<file path="config.mk">
export PLATFORM = sky130hd
export DESIGN_NAME = sram_cycle_ctrl
export DESIGN_NICKNAME = d
export VERILOG_FILES = /design/src/rtl/sram_ctrl_pkg.sv /design/src/rtl/sram_win_timer.sv /design/src/rtl/sram_bus_io.sv /design/src/rtl/sram_cycle_ctrl.sv
export SDC_FILE = /design/constraint.sdc
export NUM_CORES = 1
export LEC_CHECK = 0
export ABC_AREA = 1
export CORE_ASPECT_RATIO = 0.75
export CORE_MARGIN = 4
export CORE_UTILIZATION = 44
export CTS_CLUSTER_SIZE = 20
export DETAILED_ROUTE_END_ITERATION = 7
export PLACE_DENSITY = 0.8
export SYNTH_ARGS = -nofsm -noshare
export SYNTH_HDL_FRONTEND = slang
export SYNTH_SLANG_ARGS = --single-unit
</file>
<file path="constraint.sdc">
create_clock -name clk -period 1.66 [get_ports clk]
set_clock_uncertainty 0.15 [all_clocks]
set_input_delay 0.249 -clock clk [delete_from_list [all_inputs] [get_ports clk]]
set_output_delay 0.249 -clock clk [all_outputs]
set_load 0.01 [all_outputs]
</file>
<file path="src/rtl/sram_ctrl_pkg.sv">
package sram_ctrl_pkg;

    typedef enum logic [2:0] {
        S_IDLE,
        S_RD_OPEN,
        S_RD_WAIT,
        S_WR_SETUP,
        S_WR_PULSE,
        S_RECOVER
    } ctrl_state_e;

    // Rounded-up conversion of a nanosecond limit into clock cycles.
    function automatic int ns_to_cyc(input int t_ns, input int clk_ns);
        return (t_ns + clk_ns - 1) / clk_ns;
    endfunction

    function automatic int imax(input int a, input int b);
        return (a > b) ? a : b;
    endfunction

endpackage

</file>
<file path="src/rtl/sram_win_timer.sv">
module sram_win_timer #(
    parameter int TW = 4
) (
    input  logic          clk,
    input  logic          rst_n,
    input  logic          load,
    input  logic [TW-1:0] load_val,
    output logic          expired
);

    logic [TW-1:0] cnt_q;

    always_ff @(posedge clk or negedge rst_n) begin
        if (!rst_n) begin
            cnt_q <= '0;
        end else if (load) begin
            cnt_q <= load_val;
        end else if (cnt_q != '0) begin
            cnt_q <= cnt_q - 1'b1;
        end
    end

    assign expired = (cnt_q == '0);

endmodule

</file>
<file path="src/rtl/sram_bus_io.sv">
module sram_bus_io #(
    parameter int AW = 11,
    parameter int DW = 8
) (
    input  logic          clk,
    input  logic          rst_n,
    input  logic          capture,
    input  logic [AW-1:0] cap_addr,
    input  logic [DW-1:0] cap_wdata,
    input  logic          sample,
    input  logic [DW-1:0] dq_in,
    output logic [AW-1:0] addr_q,
    output logic [DW-1:0] wdata_q,
    output logic [DW-1:0] rdata_q,
    output logic          rsp_q
);

    // Address and write data are frozen from acceptance to the next acceptance.
    always_ff @(posedge clk or negedge rst_n) begin
        if (!rst_n) begin
            addr_q  <= '0;
            wdata_q <= '0;
        end else if (capture) begin
            addr_q  <= cap_addr;
            wdata_q <= cap_wdata;
        end
    end

    always_ff @(posedge clk or negedge rst_n) begin
        if (!rst_n) begin
            rdata_q <= '0;
            rsp_q   <= 1'b0;
        end else begin
            rsp_q <= sample;
            if (sample) begin
                rdata_q <= dq_in;
            end
        end
    end

endmodule

</file>
<file path="src/rtl/sram_cycle_ctrl.sv">
module sram_cycle_ctrl
    import sram_ctrl_pkg::*;
#(
    parameter int AW            = 11,
    parameter int DW            = 8,
    parameter int CLK_PERIOD_NS = 10,
    parameter int T_ACC_NS      = 100,
    parameter int T_OE_NS       = 50,
    parameter int T_WP_NS       = 75,
    parameter int T_DS_NS       = 40,
    parameter int T_WR_NS       = 10,
    parameter int T_CYC_NS      = 100
) (
    input  logic          clk,
    input  logic          rst_n,
    input  logic          req_valid,
    output logic          req_ready,
    input  logic          req_write,
    input  logic [AW-1:0] req_addr,
    input  logic [DW-1:0] req_wdata,
    output logic          rsp_valid,
    output logic [DW-1:0] rsp_rdata,
    output logic [AW-1:0] sram_addr,
    output logic          sram_ce_n,
    output logic          sram_we_n,
    output logic          sram_oe_n,
    output logic [DW-1:0] sram_dq_o,
    output logic          sram_dq_oe,
    input  logic [DW-1:0] sram_dq_i
);

    localparam int NACC  = ns_to_cyc(T_ACC_NS, CLK_PERIOD_NS);
    localparam int NOE   = ns_to_cyc(T_OE_NS,  CLK_PERIOD_NS);
    localparam int NWP   = ns_to_cyc(T_WP_NS,  CLK_PERIOD_NS);
    localparam int NDS   = ns_to_cyc(T_DS_NS,  CLK_PERIOD_NS);
    localparam int NWR   = ns_to_cyc(T_WR_NS,  CLK_PERIOD_NS);
    localparam int NCYC  = ns_to_cyc(T_CYC_NS, CLK_PERIOD_NS);
    localparam int L_RD  = imax(imax(NACC - 1, NOE), 1);
    localparam int L_WR  = imax(imax(NWP, NDS - 1), 1);
    localparam int REC_R = imax(imax(NWR, NCYC - 1 - L_RD), 1);
    localparam int REC_W = imax(imax(NWR, NCYC - 1 - L_WR), 1);
    localparam int TW    = $clog2(L_RD + L_WR + REC_R + REC_W + 2);

    localparam logic [TW-1:0] LD_RD  = TW'(L_RD - 1);
    localparam logic [TW-1:0] LD_WR  = TW'(L_WR - 1);
    localparam logic [TW-1:0] LD_RCR = TW'(REC_R - 1);
    localparam logic [TW-1:0] LD_RCW = TW'(REC_W - 1);

    ctrl_state_e   state_q, state_nxt;
    logic          tmr_load, tmr_expired, sample, accept;
    logic [TW-1:0] tmr_val;

    assign req_ready = (state_q == S_IDLE);
    assign accept    = req_ready && req_valid;

    sram_win_timer #(.TW(TW)) u_timer (
        .clk      (clk),
        .rst_n    (rst_n),
        .load     (tmr_load),
        .load_val (tmr_val),
        .expired  (tmr_expired)
    );

    logic [DW-1:0] wdata_q;

    sram_bus_io #(.AW(AW), .DW(DW)) u_bus (
        .clk       (clk),
        .rst_n     (rst_n),
        .capture   (accept),
        .cap_addr  (req_addr),
        .cap_wdata (req_wdata),
        .sample    (sample),
        .dq_in     (sram_dq_i),
        .addr_q    (sram_addr),
        .wdata_q   (wdata_q),
        .rdata_q   (rsp_rdata),
        .rsp_q     (rsp_valid)
    );

    assign sram_dq_o = wdata_q;

    // Next state, timer loads and the sample strobe.
    always_comb begin
        state_nxt = state_q;
        tmr_load  = 1'b0;
        tmr_val   = '0;
        sample    = 1'b0;
        unique case (state_q)
            S_IDLE: begin
                if (req_valid) begin
                    state_nxt = req_write ? S_WR_SETUP : S_RD_OPEN;
                end
            end
            S_RD_OPEN: begin
                state_nxt = S_RD_WAIT;
                tmr_load  = 1'b1;
                tmr_val   = LD_RD;
            end
            S_RD_WAIT: begin
                if (tmr_expired) begin
                    state_nxt = S_RECOVER;
                    sample    = 1'b1;
                    tmr_load  = 1'b1;
                    tmr_val   = LD_RCR;
                end
            end
            S_WR_SETUP: begin
                state_nxt = S_WR_PULSE;
                tmr_load  = 1'b1;
                tmr_val   = LD_WR;
            end
            S_WR_PULSE: begin
                if (tmr_expired) begin
                    state_nxt = S_RECOVER;
                    tmr_load  = 1'b1;
                    tmr_val   = LD_RCW;
                end
            end
            S_RECOVER: begin
                if (tmr_expired) begin
                    state_nxt = S_IDLE;
                end
            end
            default: state_nxt = S_IDLE;
        endcase
    end

    // State register.
    always_ff @(posedge clk or negedge rst_n) begin
        if (!rst_n) begin
            state_q <= S_IDLE;
        end else begin
            state_q <= state_nxt;
        end
    end

    // Strobes registered from the next state so each pin is a flop output.
    always_ff @(posedge clk or negedge rst_n) begin
        if (!rst_n) begin
            sram_ce_n  <= 1'b1;
            sram_we_n  <= 1'b1;
            sram_oe_n  <= 1'b1;
            sram_dq_oe <= 1'b0;
        end else begin
            unique case (state_nxt)
                S_RD_OPEN: begin
                    sram_ce_n <= 1'b0; sram_we_n <= 1'b1;
                    sram_oe_n <= 1'b1; sram_dq_oe <= 1'b0;
                end
                S_RD_WAIT: begin
                    sram_ce_n <= 1'b0; sram_we_n <= 1'b1;
                    sram_oe_n <= 1'b0; sram_dq_oe <= 1'b0;
                end
                S_WR_SETUP: begin
                    sram_ce_n <= 1'b1; sram_we_n <= 1'b1;
                    sram_oe_n <= 1'b1; sram_dq_oe <= 1'b1;
                end
                S_WR_PULSE: begin
                    sram_ce_n <= 1'b0; sram_we_n <= 1'b0;
                    sram_oe_n <= 1'b1; sram_dq_oe <= 1'b1;
                end
                default: begin
                    sram_ce_n <= 1'b1; sram_we_n <= 1'b1;
                    sram_oe_n <= 1'b1; sram_dq_oe <= 1'b0;
                end
            endcase
        end
    end

    // output enable never active while a write strobe is active.
    p_oe_off_in_write_r5: assert property (@(posedge clk) disable iff (!rst_n)
        !sram_we_n |-> sram_oe_n);

    // drivers off whenever the memory may drive, and one cycle before.
    p_no_drive_under_oe_r6: assert property (@(posedge clk) disable iff (!rst_n)
        !sram_oe_n |-> !sram_dq_oe);
    p_drive_off_before_oe_r6: assert property (@(posedge clk) disable iff (!rst_n)
        $fell(sram_oe_n) |-> !$past(sram_dq_oe));

    // address and data frozen while the write window is open.
    p_addr_stable_window_r4: assert property (@(posedge clk) disable iff (!rst_n)
        (!sram_ce_n && !sram_we_n && $past(!sram_ce_n && !sram_we_n))
        |-> ($stable(sram_addr) && $stable(sram_dq_o)));

    // acceptance always leaves the idle state.
    p_busy_after_accept_r8: assert property (@(posedge clk) disable iff (!rst_n)
        (req_valid && req_ready) |=> !req_ready);

    // response is a single pulse, issued once all strobes are released.
    p_rsp_pulse_r3: assert property (@(posedge clk) disable iff (!rst_n)
        rsp_valid |-> (sram_ce_n && sram_oe_n && !req_ready) ##1 !rsp_valid);

endmodule

</file>
## Yosys cells after proc, flatten, opt, wreduce, memory -nomap -nowiden

Index checks and enable logic that the tools add are counted.

| storage, ports and cells | value |
|---|---|
| bits in registers | 40 |
| latch bits | 0 |
| RAM bits | 0 |
| ROM bits | 0 |
| input port bits | 31 |
| output and inout bits | 33 |
| memories kept | 0 |

| operators by class | value |
|---|---|
| add/subtract/negate cells | 1 |
| multiply operators | 0 |
| divide/modulo/power cells | 0 |
| order comparisons | 0 |
| equal/unequal tests | 9 |
| shift-type cells | 0 |
| mux-type cells | 15 |
| bitwise operators | 0 |
| reduce and logical (&&, ||, !) cells | 9 |

Operator list:

| operator | number |
|---|---|
| case mux 3 bit (5 select lines) | 1 |
| == test 3 x 2 -> 1 bit, second input constant | 4 |
| two-way mux 5 bit | 2 |
| == test 3 bit, second input constant | 3 |
| two-way mux 3 bit | 3 |
| case mux 4 bit (2 select lines) | 1 |
| == test 3 x 1 -> 1 bit, second input constant | 2 |
| two-way mux 1 bit | 6 |
| OR reduction 2 bit | 3 |
| logical NOT 5 bit | 1 |
| nonzero test 5 bit | 1 |
| subtractor 5 x 1 -> 5 bit, second input constant | 1 |
| logical NOT 3 bit | 1 |
| OR reduction 3 bit | 1 |
| two-way mux 2 bit | 1 |
| case mux 1 bit (2 select lines) | 1 |
| nonzero test 2 bit | 1 |
| logical AND 1 bit | 1 |

## Longest topological paths before layout

Gate-level depths: netlist of run 1.

| depth | value |
|---|---|
| word-level depth | 6 |
| gate-level depth with buffers | 11 |
| mapped depth without buffers | 11 |

## Hierarchy

Synthesis of run 1 repeated with hierarchy kept, for this count alone.

| second synthesis, totals | value |
|---|---|
| cells, all modules | 202 |
| area total of the unflattened synthesis | 1746.7 µm² |

Modules (own cells, without submodules):

| module | times used | cells an instance | area each (µm²) |
|---|---|---|---|
| sram_bus_io | 1 | 115 | 1068.5 |
| sram_cycle_ctrl | 1 | 48 | 375.4 |
| sram_win_timer | 1 | 39 | 302.8 |

## Worst setup path after synthesis of run 1

Ideal clock, no wire load.

| timing | value |
|---|---|
| path type | flip-flop to flip-flop |
| from | register u_timer.cnt_q[0] |
| to | register sram_ce_n |
| arrival | 1.267 ns |
| data required time | 1.434 ns |
| path slack | 0.167 ns |
| stages on the path, launching flop included | 12 |
| path buffers | 0 |
| clock period less this slack | 1.493 ns |
| cell sequence | dfrtp_1 -> inv_1 -> ha_1 -> inv_1 -> nor2_1 -> nand2_4 -> nand2_4 -> nand2_2 -> nand2_4 -> inv_2 -> nor2_1 -> nor2_1 |

| between the ends | value |
|---|---|
| longest elaborated chain between the ends | 6 |

Ends and longest elaborated chain:

| element | RTL line | text |
|---|---|---|
| from (decl) | sram_win_timer.sv:11 | `logic [TW-1:0] cnt_q;` |
| from (signal assigned) | sram_win_timer.sv:17 | `cnt_q <= load_val;` |
| from (signal assigned) | sram_win_timer.sv:19 | `cnt_q <= cnt_q - 1'b1;` |
| logical NOT 5 bit (*) | sram_win_timer.sv:23 | `assign expired = (cnt_q == '0);` |
| two-way mux 3 bit, on equally long branches | sram_cycle_ctrl.sv:120, sram_cycle_ctrl.sv:100, sram_cycle_ctrl.sv:113 |  |
| case mux 3 bit (5 select lines) (*) | sram_cycle_ctrl.sv:88 | `unique case (state_q)` |
| net state_nxt[2] | sram_cycle_ctrl.sv:49 | `ctrl_state_e state_q, state_nxt;` |
| == test 3 bit, or another cell as far along | sram_cycle_ctrl.sv:145 | `unique case (state_nxt)` |
| OR reduction 3 bit (no source line) (*) | n/a |  |
| two-way mux 1 bit (*) | sram_cycle_ctrl.sv:145 |  |
| to (signal assigned) | sram_cycle_ctrl.sv:147 | `sram_ce_n <= 1'b0; sram_we_n <= 1'b1;` |
| to (signal assigned) | sram_cycle_ctrl.sv:151 | `sram_ce_n <= 1'b0; sram_we_n <= 1'b1;` |
| to (signal assigned) | sram_cycle_ctrl.sv:155 | `sram_ce_n <= 1'b1; sram_we_n <= 1'b1;` |
| to (decl) | sram_cycle_ctrl.sv:24 | `output logic sram_ce_n,` |

Mark *: on every way through the listed nets, which the timed path passes. The rest lies on a longest branch.
A chain may end at the register's enable or synchronous reset.

## Final worst setup path of run 1

| timing | value |
|---|---|
| from | register u_timer.cnt_q[0] |
| to | register u_timer.cnt_q[2] |

| between the ends | value |
|---|---|
| longest elaborated chain between the ends | 4 |

Ends and longest elaborated chain:

| element |
|---|
| branches (longest 4 deep; another with subtractor 5 x 1 -> 5 bit) |

Several ways; the timed one is not identified. The select of a mux whose other input is x is not followed.

==> impl_metrics.tcl, run 1 <==
set metrics [dict create \
    outcome "complete, no violations" \
    internal-power_uw 3180 \
    async_reset_ff_frac 1.00 \
    synth-seq-cells 40 \
    synthFlopType "dfrtp_1" \
    via_count 1605 \
    grt_pass1_vias 1659 \
    required_ps 1720 \
    swShare 0.384 \
    place_hpwl_mm 3.32 \
    cts-root-buf "clkbuf_8" \
    nNetsFinal 312 \
    pwr_density_cell_nw_per_um2 1900 \
    start_util 0.477 \
    tightestPinTransition_ps 320 \
    cp_max_fo 4 \
    relSlewSlack 0.786 \
    leakage_uw 0.00137 \
    critical_path_class "reg -> reg" \
    crit_arrival_ps 1660 \
    cp_cell_sequence "inv_1 -> ha_1 -> inv_1 -> nor2_4 -> nand2_4 -> clkinv_4 -> nand2_1 -> inv_1 -> a21oi_1" \
    row_count 19 \
    yosysWarnings 0 \
    die_h_um 63.6 \
    slowest_stage "dfrtp_1" \
    start_kind "flip-flop" \
    yosysMostFrequentCell "nand2_1" \
    clkPwrFrac 0.151 \
    synth_edf_count 0 \
    synth_top_cell_by_area "dfrtp_1" \
    setup_viol 0 \
    h-tree-depth 2 \
    grt.total_usage 0.184 \
    synth_area_um2 1820 \
    maxSlewViolCount 0 \
    post-route-period-util 0.960 \
    fillers 312 \
    hp-class "in -> async" \
    comb_power_share 0.515 \
    gr-total-overflow 0 \
    clock_sinks 40 \
    grt_max_degree 41 \
    min_period_ps 1590 \
    finalCoreUtilization 0.713 \
    p_sw_uw 1980 \
    vias_per_cell 4.83 \
    max_freq_ghz 0.628 \
    syn_nets 237 \
    max-vdd-ir-drop_mv 1.11 \
    drt-total-wl_mm 4.45 \
    port_buffers 63 \
    numCtsBuffers 5 \
    yosys-top-cells-area "dfrtp_1 (51%), nand2_1 (16%), nand3_1 (6.1%)" \
    cts_buffer_depth 2 \
    synth_area_per_cell_um2 8.90 \
    cpPeakStageDelay_ps 370 \
    area_growth_pct 49.4 \
    route.detailed.drc 0 \
    maxCapViolations 0 \
    worstSetupEndpointType "flip-flop" \
    path_clk_slew_ps 80 \
    core-area_um2 3800 \
    yosysSeqAreaShare 0.553 \
    syn_inst 204 \
    gp_congestion 0.918 \
    tritoncts "yes" \
    ys_top_cells_by_count "nand2_1 (78), dfrtp_1 (37), nand3_1 (22)" \
    crit_top_cell "inv_1" \
    hold_viol 0 \
    wl_per_cell_um 13.4 \
    grt_pass1_wl_mm 7.36 \
    final_layout_size_suffix_gt1_frac 0.182 \
    clkLatencyLatePin_ps 290 \
    seqPwrFrac 0.334 \
    antenna_found_initial 0 \
    seqCellArea_um2 1000 \
    num_io_pins 64 \
    ant_nets 0 \
    die_area_um2 5230 \
    synth_top_area_share 0.510 \
    dr.pass1.iters 4 \
    fin_total_pwr_uw 5160 \
    multi_input_area_um2 721 \
    ys_types 27 \
    diodes 0 \
    die_w_um 82.2 \
    drt_iter0_markers 87 \
]
-- metrics by stage --
step	TNS, ps	hold WS [ps]	area (um2)	setup WS (ps)	std cells
2_1_floorplan	0	-197	1820	167	204
5_1_grt	-85.9	326	2710	-27.9	332
6_report	0	314	2710	66.9	332
3_3_place_gp	0	81.8	2570	71.1	323
4_1_cts	0	307	2680	23.3	332
3_5_place_dp	0	82.2	2570	44.3	323
-- critical path: cells and delay by family, from the launching register on --
family | cells | cell delay [ps]
compound gates | 1 | 150
buf+inv | 4 | 360
simple gates | 3 | 300
flops | 1 | 370
fa+ha+maj | 1 | 190
-- cells by family after synthesis --
group,share of synthesized area
AOI/OAI and AO/OA,0.0358
adders and majority gates,0.0138
and+or+nand+nor,0.325
xor gates and xnor gates,0.00965
buffers and inverters,0.0627
DFF,0.553
-- final cells by class --
class,instances,share of cell area
well taps,52,0.0240
clock buffers,5,0.0254
inverters,18,0.0277
clock inverters,3,0.0157
multi-input cells,140,0.266
flip-flops and latches,40,0.370
repair buffers,74,0.271
-- per-layer routing --
metal / track usage / part of all wire / up-vias
met3: 0.0641 / 0.086 / 9
met4: 0.0581 / 0.012 / 0
li1: - / - / 786
met2: 0.289 / 0.47 / 65
met5: 0 / 0 / -
met1: 0.234 / 0.43 / 745
-- cell usage in the layout, fill, tap and decap left out, drive strengths merged --
master / instances
dfstp: 3
inv: 17
dlymetal6s2s: 2
xnor2: 1
a21oi: 8
nand3b: 2
buf: 11
nand2: 88
o21ai: 2
xor2: 1
clkbuf: 6
dlygate4sd2: 3
ha: 2
clkinv: 2
clkdlybuf4s50: 56
bufinv: 1
dfrtp: 37
nand3: 23
dlygate4sd3: 1
nor3: 2
clkinvlp: 1
nor2: 11
-- power groups by stage --
stage / Sequential [uW] / Combinational, uW / Clock, uW
global route: 1780 / 2920 / 833
CTS: 1720 / 2610 / 789
finish: 1720 / 2660 / 779
global placement: 1720 / 2560 / 0
floorplan: 1900 / 1190 / 0
detailed placement: 1720 / 2630 / 0
-- final timing paths --
check                                             start                            to  slack (ps)  depth (start not counted)
max in group asynchronous                         rst_n           sram_oe_n$_DFF_PN1_         790                          3
min in group clk           u_bus.wdata_q[2]$_DFFE_PN0P_  u_bus.wdata_q[2]$_DFFE_PN0P_         320                          2
min reg2reg                u_bus.wdata_q[2]$_DFFE_PN0P_  u_bus.wdata_q[2]$_DFFE_PN0P_         320                          2
max reg2reg                u_timer.cnt_q[0]$_DFFE_PN0P_  u_timer.cnt_q[2]$_DFFE_PN0P_          70                          9
max                        u_timer.cnt_q[0]$_DFFE_PN0P_  u_timer.cnt_q[2]$_DFFE_PN0P_          70                          9
min                                               rst_n   u_bus.addr_q[4]$_DFFE_PN0P_         310                          3
-- sequential cells by signal, summed over array words and instances, names as in the netlist, 3 cells and up --
name,flops
u_timer.cnt_q,5
state_q,3
u_bus.addr_q,11
u_bus.wdata_q,8
u_bus.rdata_q,8
-- repair_timing --
item,CTS,global route
resized for setup,4,10
endpoints found under the hold margin,37,0
endpoints found under the setup margin,4,28
setup buffers,0,0
hold buffers,1,0
(Power assumes the default switching activity.)
==> run 2: changes to the inputs <==
Settings changed: PLACE_DENSITY 0.8 to 0.81, SYNTH_HIERARCHICAL set to 1.
==> impl_metrics.tcl, run 2 <==
set metrics [dict create \
    clock_sinks 40 \
    yosysSeqAreaShare 0.575 \
    largest_register_ffs 11 \
    dp_cells 326 \
    hold_viol 0 \
    r2r-start "u_timer/cnt_q[0]$_DFFE_PN0P_" \
    critical_path_class "reg -> out" \
    largestRegisters "u_bus/addr_q (11), u_bus/rdata_q (8), u_bus/wdata_q (8)" \
    max_freq_ghz 0.625 \
    cp_cell_sequence "clkdlybuf4s50_1" \
    cts_buffer_depth 2 \
    async_reset_ff_frac 1.00 \
    place_hpwl_mm 3.19 \
    regMostFlops "u_bus/addr_q" \
    r2r_setup_slack_ps 100 \
    hp-class "in -> async" \
    h-tree-depth 2 \
    fin_total_pwr_uw 5210 \
    synth_area_per_cell_um2 8.65 \
    grt_pass1_wl_mm 6.97 \
    grt.total_usage 0.177 \
    cp-startpoint "u_bus/addr_q[4]$_DFFE_PN0P_" \
    crit_end "sram_addr[4]" \
    drt-total-wl_mm 4.37 \
    synth_top_area_share 0.530 \
    area_growth_pct 56.2 \
    synth_area_um2 1750 \
    leakage_uw 0.00135 \
    crit_arrival_ps 1200 \
    gp_congestion 0.879 \
    fin_cells 342 \
    wl_per_cell_um 12.8 \
    synthFlopType "dfrtp_1" \
    clkLatencyLatePin_ps 280 \
    most-common-layout-cells "nand2_1 (106), clkdlybuf4s50_1 (58), dfrtp_1 (37)" \
    start_util 0.468 \
    nNetsFinal 321 \
    die_area_um2 5050 \
    final_layout_size_suffix_gt1_frac 0.210 \
    syn_nets 234 \
    start_kind "flip-flop" \
    maxCapViolations 0 \
    pwr_density_cell_nw_per_um2 1910 \
    cp_top_family "buffers and inverters" \
    hold_ws_ps 282 \
    cts-root-buf "clkbuf_8" \
    max-vdd-ir-drop_mv 1.09 \
    slowest_stage "clkdlybuf4s50_1" \
    ant_nets 0 \
    port_buffers 63 \
    yosysMostFrequentCell "nand2_1" \
    ys_types 23 \
    setup_viol 0 \
    yosys-top-cells-area "dfrtp_1 (53%), nand2_1 (23%), dfstp_2 (4.5%)" \
    final_common_cell "nand2_1" \
    cp_max_fo 2 \
    place_ws_ps -21.8 \
    rr_worst_depth 11 \
    path_buf_inv 1 \
    maxSlewViolCount 0 \
    required_ps 1260 \
    grt_max_degree 24 \
    synth_edf_count 0 \
    vias_per_cell 4.61 \
    core-area_um2 3730 \
    antenna_found_initial 0 \
    synth_top_cell_by_area "dfrtp_1" \
    diodes 0 \
    reg2reg_to "u_timer/cnt_q[3]$_DFFE_PN0P_" \
    route.detailed.drc 0 \
    via_count 1578 \
    path_clk_slew_ps 70 \
    worstSetupEndpointType "primary output" \
    synth-seq-cells 40 \
    finalWorstSetupSlack_ps 61.2 \
    grt_pass1_vias 1487 \
    finalSetupTns_ps 0 \
    die_h_um 62.6 \
    min_period_ps 1600 \
    post-route-period-util 0.963 \
    num_io_pins 64 \
    numCtsBuffers 5 \
    die_w_um 80.8 \
    ys_top_cells_by_count "nand2_1 (106), dfrtp_1 (37), inv_1 (9)" \
    outcome "complete, no violations" \
    path_depth 1 \
    drt_iter0_markers 63 \
    row_count 19 \
    gr-total-overflow 0 \
    yosysWarnings 6 \
    syn_inst 202 \
    dr.pass1.iters 4 \
    cpPeakStageDelay_ps 560 \
    tritoncts "yes" \
]
run 2: cell types whose count changed after synthesis, sizes merged, moves of 2 or more:
cell / delta
nand3: -16
o21ai: +4
nand4: +2
buf: -2
nand2: +23
nor2: -2
a21oi: -8
run 2: cell families (layout without fill, tap and decap cells):
family	after synthesis	count (layout)	synth area share
and+or+nand+nor	133	133	0.328
DFF	40	40	0.575
buffers and inverters	20	108	0.0652
AOI/OAI and AO/OA	6	6	0.0172
adders and majority gates	1	1	0.00716
other	1	1	0.00215
xor gates and xnor gates	1	1	0.00502
run 2: metal layers:
metal  wire length [um]  GRT usage  part of all wire
met3                280     0.0418             0.064
met5                  0          0                 0
met1               1930      0.241              0.44
met2               2110      0.282              0.48
met4                 51     0.0506             0.012
run 2: repair_timing:
action | CTS | global route
gates resized for setup | 8 | 9
pin swaps | 0 | 4
cloned | 1 | 0
setup buffers | 1 | 5
endpoints found under the setup margin | 15 | 15
hold endpoints to repair | 14 | 0
hold buffers | 1 | 0
run 2: worst min path at each step:
stage / from / cells past startpoint / slack, ps / to
after detailed placement: rst_n / 1 / 70 / u_bus/wdata_q[1]$_DFFE_PN0P_
after global placement: rst_n / 1 / 60 / u_bus/wdata_q[1]$_DFFE_PN0P_
after global routing: rst_n / 2 / 320 / u_bus/wdata_q[1]$_DFFE_PN0P_
final: rst_n / 2 / 280 / u_bus/wdata_q[1]$_DFFE_PN0P_
after CTS: rst_n / 2 / 290 / u_bus/wdata_q[1]$_DFFE_PN0P_
after floorplan: rst_n / 0 / -200 / sram_dq_oe$_DFF_PN0_
run 2: report_power, final:
part | leakage [uW] | switching (uW) | internal, uW | total, uW
combinational | 0.000812 | 1380 | 1370 | 2750
clock | 0.0000541 | 323 | 444 | 767
sequential | 0.000487 | 246 | 1450 | 1700
total | 0.00135 | 1950 | 3270 | 5210
run 2: stage by stage:
step | instance area [um2] | utilization
final | 2730 | 0.731
after floorplan | 1770 | -
after global placement | 2510 | 0.674
after CTS | 2650 | 0.710
after detailed placement | 2510 | 0.674
after global routing | 2730 | 0.731
run 2: layout make-up:
class | count | area [um2]
Multi-Input combinational cell | 142 | 692
Fill cell | 291 | 1000
Sequential cell | 40 | 1000
Timing Repair Buffer | 84 | 793
Tap cell | 52 | 65.1
Clock buffer | 5 | 68.8
Clock inverter | 3 | 42.5
Inverter | 16 | 62.6
